**src/rtl/cmp_timer_pkg.sv**
```systemverilog
package cmp_timer_pkg;
  localparam int unsigned DATA_W = 32;
  localparam int unsigned ADDR_W = 6;
  localparam int unsigned N_SRC  = 5;
  localparam int unsigned N_LP   = 4;

  // word index = addr[5:2]
  localparam logic [3:0] WD_CTRL = 4'd0;
  localparam logic [3:0] WD_PSC  = 4'd1;
  localparam logic [3:0] WD_STAT = 4'd2;
  localparam logic [3:0] WD_IE   = 4'd3;
  localparam logic [3:0] WD_CMP0 = 4'd4;
  localparam logic [3:0] WD_CNT  = 4'd9;

  localparam int unsigned CB_RUN  = 0;
  localparam int unsigned CB_SRC  = 1;
  localparam int unsigned CB_FAST = 4;
  localparam int unsigned CB_LP   = 5;
  localparam int unsigned CB_SWR  = 15;

  typedef enum logic [2:0] {
    SRC_NONE  = 3'd0,
    SRC_PER   = 3'd1,
    SRC_PERHI = 3'd2,
    SRC_EXT   = 3'd3,
    SRC_SLOW  = 3'd4,
    SRC_FAST  = 3'd5
  } src_e;
endpackage

```
**src/rtl/cmp_timer_step.sv**
```systemverilog
module cmp_timer_step
  import cmp_timer_pkg::*;
#(
  parameter int unsigned PSC_W = 12
) (
  input  logic             clk_i,
  input  logic             rst_ni,
  input  logic [N_SRC-1:0] tick_i,
  input  logic [2:0]       src_i,
  input  logic             fast_en_i,
  input  logic             run_i,
  input  logic             clr_i,
  input  logic [PSC_W-1:0] lim_i,
  output logic             inc_o
);
  logic             sel;
  logic             step;
  logic [PSC_W-1:0] div_q;
  logic             at_lim;

  always_comb begin
    unique case (src_i)
      SRC_PER:   sel = tick_i[0];
      SRC_PERHI: sel = tick_i[1];
      SRC_EXT:   sel = tick_i[2];
      SRC_SLOW:  sel = tick_i[3];
      SRC_FAST:  sel = tick_i[4] & fast_en_i;
      default:   sel = 1'b0;
    endcase
  end

  assign step   = sel & run_i;
  assign at_lim = (div_q >= lim_i);  // tolerates a limit lowered mid-count

  always_ff @(posedge clk_i or negedge rst_ni) begin
    if (!rst_ni)     div_q <= '0;
    else if (clr_i)  div_q <= '0;
    else if (step)   div_q <= at_lim ? '0 : div_q + 1'b1;
  end

  assign inc_o = step & at_lim;
endmodule

```
**src/rtl/cmp_timer_chan.sv**
```systemverilog
module cmp_timer_chan #(
  parameter int unsigned CNT_W = 32
) (
  input  logic             clk_i,
  input  logic             rst_ni,
  input  logic             clr_i,
  input  logic             wr_i,
  input  logic [CNT_W-1:0] wdata_i,
  input  logic             ack_i,
  input  logic             inc_i,
  input  logic [CNT_W-1:0] cnt_nxt_i,
  output logic [CNT_W-1:0] cmp_o,
  output logic             flag_o
);
  logic hit;

  assign hit = inc_i & (cnt_nxt_i == cmp_o);

  always_ff @(posedge clk_i or negedge rst_ni) begin
    if (!rst_ni)    cmp_o <= '1;
    else if (clr_i) cmp_o <= '1;
    else if (wr_i)  cmp_o <= wdata_i;
  end

  // set beats clear
  always_ff @(posedge clk_i or negedge rst_ni) begin
    if (!rst_ni)    flag_o <= 1'b0;
    else if (clr_i) flag_o <= 1'b0;
    else            flag_o <= (flag_o & ~ack_i) | hit;
  end
endmodule

```
**src/rtl/cmp_timer.sv**
```systemverilog
module cmp_timer
  import cmp_timer_pkg::*;
#(
  parameter int unsigned CNT_W      = 32,
  parameter int unsigned PSC_W      = 12,
  parameter int unsigned N_CMP      = 3,
  parameter int unsigned SWR_CYCLES = 4
) (
  input  logic              clk_i,
  input  logic              rst_ni,
  input  logic              req_i,
  input  logic              we_i,
  input  logic [ADDR_W-1:0] addr_i,
  input  logic [DATA_W-1:0] wdata_i,
  output logic [DATA_W-1:0] rdata_o,
  input  logic              tick_periph_i,
  input  logic              tick_periph_hi_i,
  input  logic              tick_ext_i,
  input  logic              tick_slow_i,
  input  logic              tick_fast_i,
  input  logic              lp_stop_i,
  input  logic              lp_doze_i,
  input  logic              lp_wait_i,
  input  logic              lp_debug_i,
  output logic              irq_o
);
  localparam int unsigned SWR_W = $clog2(SWR_CYCLES + 1);

  logic [3:0]       word;
  logic             wr, rd;
  logic             wr_ctrl, wr_psc, wr_stat, wr_ie;
  logic             run_q, fast_en_q;
  logic [2:0]       src_q;
  logic [N_LP-1:0]  lp_run_q;
  logic [N_LP-1:0]  lp_act;
  logic [SWR_W-1:0] swr_q;
  logic             busy;
  logic [PSC_W-1:0] psc_q;
  logic [N_CMP-1:0] ie_q;
  logic [N_CMP-1:0] stat_q;
  logic [CNT_W-1:0] cnt_q, cnt_nxt;
  logic [CNT_W-1:0] cmp_q [N_CMP];
  logic             lp_ok, run, inc;
  logic [DATA_W-1:0] rd_d;
  logic             unused_bits;

  assign unused_bits = ^{addr_i[1:0], wdata_i};

  assign busy    = (swr_q != '0);
  assign word    = addr_i[5:2];
  assign wr      = req_i & we_i & ~busy;
  assign rd      = req_i & ~we_i;
  assign wr_ctrl = wr & (word == WD_CTRL);
  assign wr_psc  = wr & (word == WD_PSC);
  assign wr_stat = wr & (word == WD_STAT);
  assign wr_ie   = wr & (word == WD_IE);

  // control; swr write leaves preserved fields alone
  always_ff @(posedge clk_i or negedge rst_ni) begin
    if (!rst_ni) begin
      run_q     <= 1'b0;
      src_q     <= SRC_NONE;
      fast_en_q <= 1'b0;
      lp_run_q  <= '0;
      swr_q     <= '0;
    end else if (wr_ctrl) begin
      if (wdata_i[CB_SWR]) begin
        swr_q <= SWR_W'(SWR_CYCLES);
        run_q <= 1'b0;
      end else begin
        run_q     <= wdata_i[CB_RUN];
        src_q     <= wdata_i[CB_SRC+:3];
        fast_en_q <= wdata_i[CB_FAST];
        lp_run_q  <= wdata_i[CB_LP+:N_LP];
      end
    end else if (busy) begin
      swr_q <= swr_q - 1'b1;
    end
  end

  always_ff @(posedge clk_i or negedge rst_ni) begin
    if (!rst_ni) begin
      psc_q <= '0;
      ie_q  <= '0;
    end else if (busy) begin
      psc_q <= '0;
      ie_q  <= '0;
    end else begin
      if (wr_psc) psc_q <= wdata_i[PSC_W-1:0];
      if (wr_ie)  ie_q  <= wdata_i[N_CMP-1:0];
    end
  end

  assign lp_act = {lp_debug_i, lp_wait_i, lp_doze_i, lp_stop_i};
  assign lp_ok  = ~|(lp_act & ~lp_run_q);
  assign run    = run_q & lp_ok & ~busy;

  cmp_timer_step #(.PSC_W(PSC_W)) i_step (
    .clk_i     (clk_i),
    .rst_ni    (rst_ni),
    .tick_i    ({tick_fast_i, tick_slow_i, tick_ext_i, tick_periph_hi_i, tick_periph_i}),
    .src_i     (src_q),
    .fast_en_i (fast_en_q),
    .run_i     (run),
    .clr_i     (busy),
    .lim_i     (psc_q),
    .inc_o     (inc)
  );

  assign cnt_nxt = cnt_q + 1'b1;

  always_ff @(posedge clk_i or negedge rst_ni) begin
    if (!rst_ni)   cnt_q <= '0;
    else if (busy) cnt_q <= '0;
    else if (inc)  cnt_q <= cnt_nxt;
  end

  for (genvar i = 0; i < N_CMP; i++) begin : g_chan
    cmp_timer_chan #(.CNT_W(CNT_W)) i_chan (
      .clk_i     (clk_i),
      .rst_ni    (rst_ni),
      .clr_i     (busy),
      .wr_i      (wr & (word == WD_CMP0 + 4'(i))),
      .wdata_i   (wdata_i[CNT_W-1:0]),
      .ack_i     (wr_stat & wdata_i[i]),
      .inc_i     (inc),
      .cnt_nxt_i (cnt_nxt),
      .cmp_o     (cmp_q[i]),
      .flag_o    (stat_q[i])
    );
  end

  assign irq_o = |(stat_q & ie_q);

  always_comb begin
    rd_d = '0;
    unique case (word)
      WD_CTRL: begin
        rd_d[CB_RUN]         = run_q;
        rd_d[CB_SRC+:3]      = src_q;
        rd_d[CB_FAST]        = fast_en_q;
        rd_d[CB_LP+:N_LP]    = lp_run_q;
        rd_d[CB_SWR]         = busy;
      end
      WD_PSC:  rd_d[PSC_W-1:0] = psc_q;
      WD_STAT: rd_d[N_CMP-1:0] = stat_q;
      WD_IE:   rd_d[N_CMP-1:0] = ie_q;
      WD_CNT:  rd_d[CNT_W-1:0] = cnt_q;
      default: rd_d = '0;
    endcase
    for (int i = 0; i < N_CMP; i++)
      if (word == WD_CMP0 + 4'(i)) rd_d[CNT_W-1:0] = cmp_q[i];
  end

  always_ff @(posedge clk_i or negedge rst_ni) begin
    if (!rst_ni)  rdata_o <= '0;
    else if (rd)  rdata_o <= rd_d;
  end
endmodule

```
**config.mk**
```make
export PLATFORM = sky130hd
export DESIGN_NAME = cmp_timer
export DESIGN_NICKNAME = d
export VERILOG_FILES = /design/src/rtl/cmp_timer_pkg.sv /design/src/rtl/cmp_timer_step.sv /design/src/rtl/cmp_timer_chan.sv /design/src/rtl/cmp_timer.sv
export SDC_FILE = /design/constraint.sdc
export NUM_CORES = 1
export LEC_CHECK = 0
export ABC_CLOCK_PERIOD_IN_PS = 9100
export BUFFER_PORTS_ARGS = -buffer_cell sky130_fd_sc_hd__buf_4
export CAP_MARGIN = 20
export CORE_ASPECT_RATIO = 0.5
export CORE_MARGIN = 2
export CORE_UTILIZATION = 50
export CTS_CLUSTER_DIAMETER = 150
export DETAILED_ROUTE_END_ITERATION = 16
export GPL_TIMING_DRIVEN = 0
export PLACE_DENSITY = 0.77
export SYNTH_ARGS = -nofsm -noshare
export SYNTH_HDL_FRONTEND = slang
export SYNTH_SLANG_ARGS = --single-unit
```
**constraint.sdc**
```tcl
create_clock -name clk_i -period 9.1 [get_ports clk_i]
set_input_delay 0.455 -clock clk_i [delete_from_list [all_inputs] [get_ports clk_i]]
set_output_delay 0.455 -clock clk_i [all_outputs]
set_load 0.1 [all_outputs]
```
==> qor.csv <==
metric,value,unit
CP Data Required Time,9.55,ns
filler instances,2246,
Synth Warn #,0,
Synth Area per Inst,8.419,µm²
most frequent cell after synthesis,nor2_1,
Synth top area share,21.33,%
sequential area share after synthesis,41.62,%
nets,1646,
Worst Setup Start Kind,flip-flop,
CP Data Arrival Time,4.88,ns
Antenna Nets Post-Route,0,
diodes inserted,0,
part of the cycle the worst path needs,48.67,%
DR vias,12240,
initial antenna violation count,1,
number of synthesized flops with an enable pin,0,
initial drt markers,1916,
reg2reg end,g_chan[2].i_chan.flag_o$_DFF_PN0_,
Clock Root Buffer,clkbuf_16,
CTS tree,built,
area of the multi-input gates,6629,µm²
total wire length,48280,µm
reg2reg setup slack,4.67,ns
post-route clock skew,0.01057,ns
most frequent cells after synthesis,"nor2_1 (255), a21oi_1 (130), o21ai_0 (125), dfrtp_1 (106), nand2_1 (105)",
I/O pins,84,
Port Buffers,77,
Final HPWL DP,36730,µm
reg2reg path depth,9,
Clock Path Buffers,3,
CTS buffer count,21,
worst-skew pair later-pin latency,0.53,ns
FF/Latch Area,5175,µm²
Placer Congestion,1.017,
Worst Tran Pin Value,1.214,ns
Max VDD drop,185.6,µV
die area,26220,µm²
Post-route DRC,0,
status,"complete, but fails checks",
Tot GR Track Use,37.26,%
Congestion Overflow GR,0,
first-pass GRT wire length,72310,µm
Final Hold Fails,23,
fin util,58.29,%
Tightest Hold Check Type,in -> async,
PostCTS Resize Cnt,0,
crit-path max FO,10,
Cell Rows,40,
Power Density,160.8,nW/µm²
total clock sinks,202,
post-synthesis instance total,1477,
Post-Syn Area,12430,µm²
Die Wd,227.0,µm
H-tree levels,1,
layout cells sized above 1,15.70,%
fmax,0.2258,GHz
Pleak,5.510,nW
vias per std cell,6.351,
Max-Cap Viols,0,
Worst slew margin,18.35,%
ranking of synthesized cells by area,"dfrtp_1 (21%), dfstp_2 (20%), nor2_1 (7.7%)",
Yosys reg bits,202,
TNS Setup,0,ns
Layout area overhead,13.55,%
CTS Hold Bufs,0,
reg2reg start,cnt_q[24]$_DFFE_PN0P_,
WS Path Type,reg -> reg,
ys async rst share,100.0,%
final count of negative-setup-slack endpoints,0,
vias in the first global route,11440,
post-DR wirelength/cell,25.04,µm
hold slack,-0.05806,ns
syn nets,1544,
Synth cell types,77,
largest net degree at the start of global routing,103,
First-pass DRT Iterations,6,
clk slew on worst S/H paths,0.07,ns
Pins Over Slew Limit,0,
Core ar.,24220,µm²
Starting Density,51.33,%
RSZ-0062 raised after global routing,false,
setup bufs post-CTS,0,
final worst path period need,4.429,ns
ys flop type,dfrtp_1,
failing checks,negative hold slack,
crit path capture type,flip-flop,
Die Y-Extent,115.5,µm
"area leader, netlist",dfrtp_1,
## state kept, by name (all words and copies together), names as in the netlist
name,count
g_chan.i_chan.cmp_o,96
cnt_q,32
rdata_o,32
i_step.div_q,12
psc_q,12
lp_run_q,4
g_chan.i_chan.flag_o,3
ie_q,3
src_q,3
swr_q,3
fast_en_q,1
run_q,1
## worst max path at each step
stage | from | endpoint | slack, ns | cells after the start
final | cnt_q[24]$_DFFE_PN0P_ | g_chan[2].i_chan.flag_o$_DFF_PN0_ | 4.67 | 9
after global routing | cnt_q[1]$_DFFE_PN0P_ | g_chan[0].i_chan.flag_o$_DFF_PN0_ | 4.66 | 9
after CTS | cnt_q[24]$_DFFE_PN0P_ | g_chan[2].i_chan.flag_o$_DFF_PN0_ | 4.92 | 9
after detailed placement | cnt_q[24]$_DFFE_PN0P_ | g_chan[2].i_chan.flag_o$_DFF_PN0_ | 4.97 | 9
after global placement | cnt_q[24]$_DFFE_PN0P_ | g_chan[0].i_chan.flag_o$_DFF_PN0_ | 4.95 | 10
after floorplan | cnt_q[1]$_DFFE_PN0P_ | g_chan[1].i_chan.flag_o$_DFF_PN0_ | 6.15 | 10
## final cells by class
| cell class | instances | share of cell area, % |
|---|---|---|
| Multi-Input combinational cell | 1121 | 46.95 |
| Timing Repair Buffer | 79 | 4.377 |
| Buffer | 116 | 3.456 |
| Sequential cell | 202 | 36.65 |
| Inverter | 38 | 1.010 |
| Tap cell | 336 | 2.977 |
| Clock buffer | 30 | 4.315 |
| Clock inverter | 6 | 0.2658 |
## power by group
| part | internal, mW | leakage (nW) | switching, mW |
|---|---|---|---|
| clock | 0.467 | 0.324 | 0.393 |
| combinational | 0.0940 | 2.72 | 0.364 |
| sequential | 0.931 | 2.46 | 0.0218 |
## cell families (layout without fill, tap and decap cells)
group	count (synthesis)	in the layout	synth area share, %
AOI/OAI and AO/OA	429	429	21.57
xor gates and xnor gates	111	111	7.990
adders and majority gates	17	17	1.690
buffers and inverters	154	269	5.071
DFF	202	202	41.62
muxes	15	15	1.298
and+or+nand+nor	549	549	20.76
## placed cells by master (no fill, tap or decap), drive strengths merged, types with 16 or more instances in the layout
cell / synthesis / layout
buf: 23 / 102
xor2: 35 / 35
ha: 16 / 16
o21ai: 126 / 126
a22oi: 18 / 18
dfstp: 96 / 96
a21oi: 130 / 130
nor2: 255 / 255
clkbuf: 93 / 123
nand3: 33 / 33
nand2b: 22 / 22
dfrtp: 106 / 106
xnor2: 75 / 75
o31ai: 38 / 38
a222oi: 22 / 22
a31oi: 16 / 16
nor2b: 18 / 18
inv: 38 / 40
a21boi: 19 / 19
nand2: 106 / 106
nand4: 30 / 30
## metal layers
metal	vias up	share of wire (%)	track usage [%]
li1	5442	-	-
met1	6027	44	54.92
met2	689	42	55.07
met3	86	10	8.418
met4	0	2.8	10.15
met5	-	0	0
## worst max-delay path, cell delays in order (launching register included)
cell and delay, ns:
dfrtp_1 0.34, clkbuf_1 0.46, nand4_1 0.28, nor3_1 0.74, nand3_1 0.44, xor2_1 0.27
a2111oi_0 0.86, nand4_1 0.20, or4_1 0.57, o21ai_1 0.18
## stage by stage
step | std cells | hold WS (ns) | cell area (µm²) | setup WS [ns] | power, mW
2_1_floorplan | 1477 | 0.1594 | 12430 | 6.152 | 1.232
3_3_place_gp | 1890 | 0.4647 | 13430 | 4.946 | 1.402
3_5_place_dp | 1892 | 0.4720 | 13470 | 4.974 | 1.415
4_1_cts | 1928 | 0.002384 | 14120 | 4.923 | 2.262
5_1_grt | 1928 | 0.008087 | 14120 | 4.664 | 2.338
6_report | 1928 | -0.05806 | 14120 | 4.671 | 2.271
Note: power is estimated with default switching activity, not from simulation.
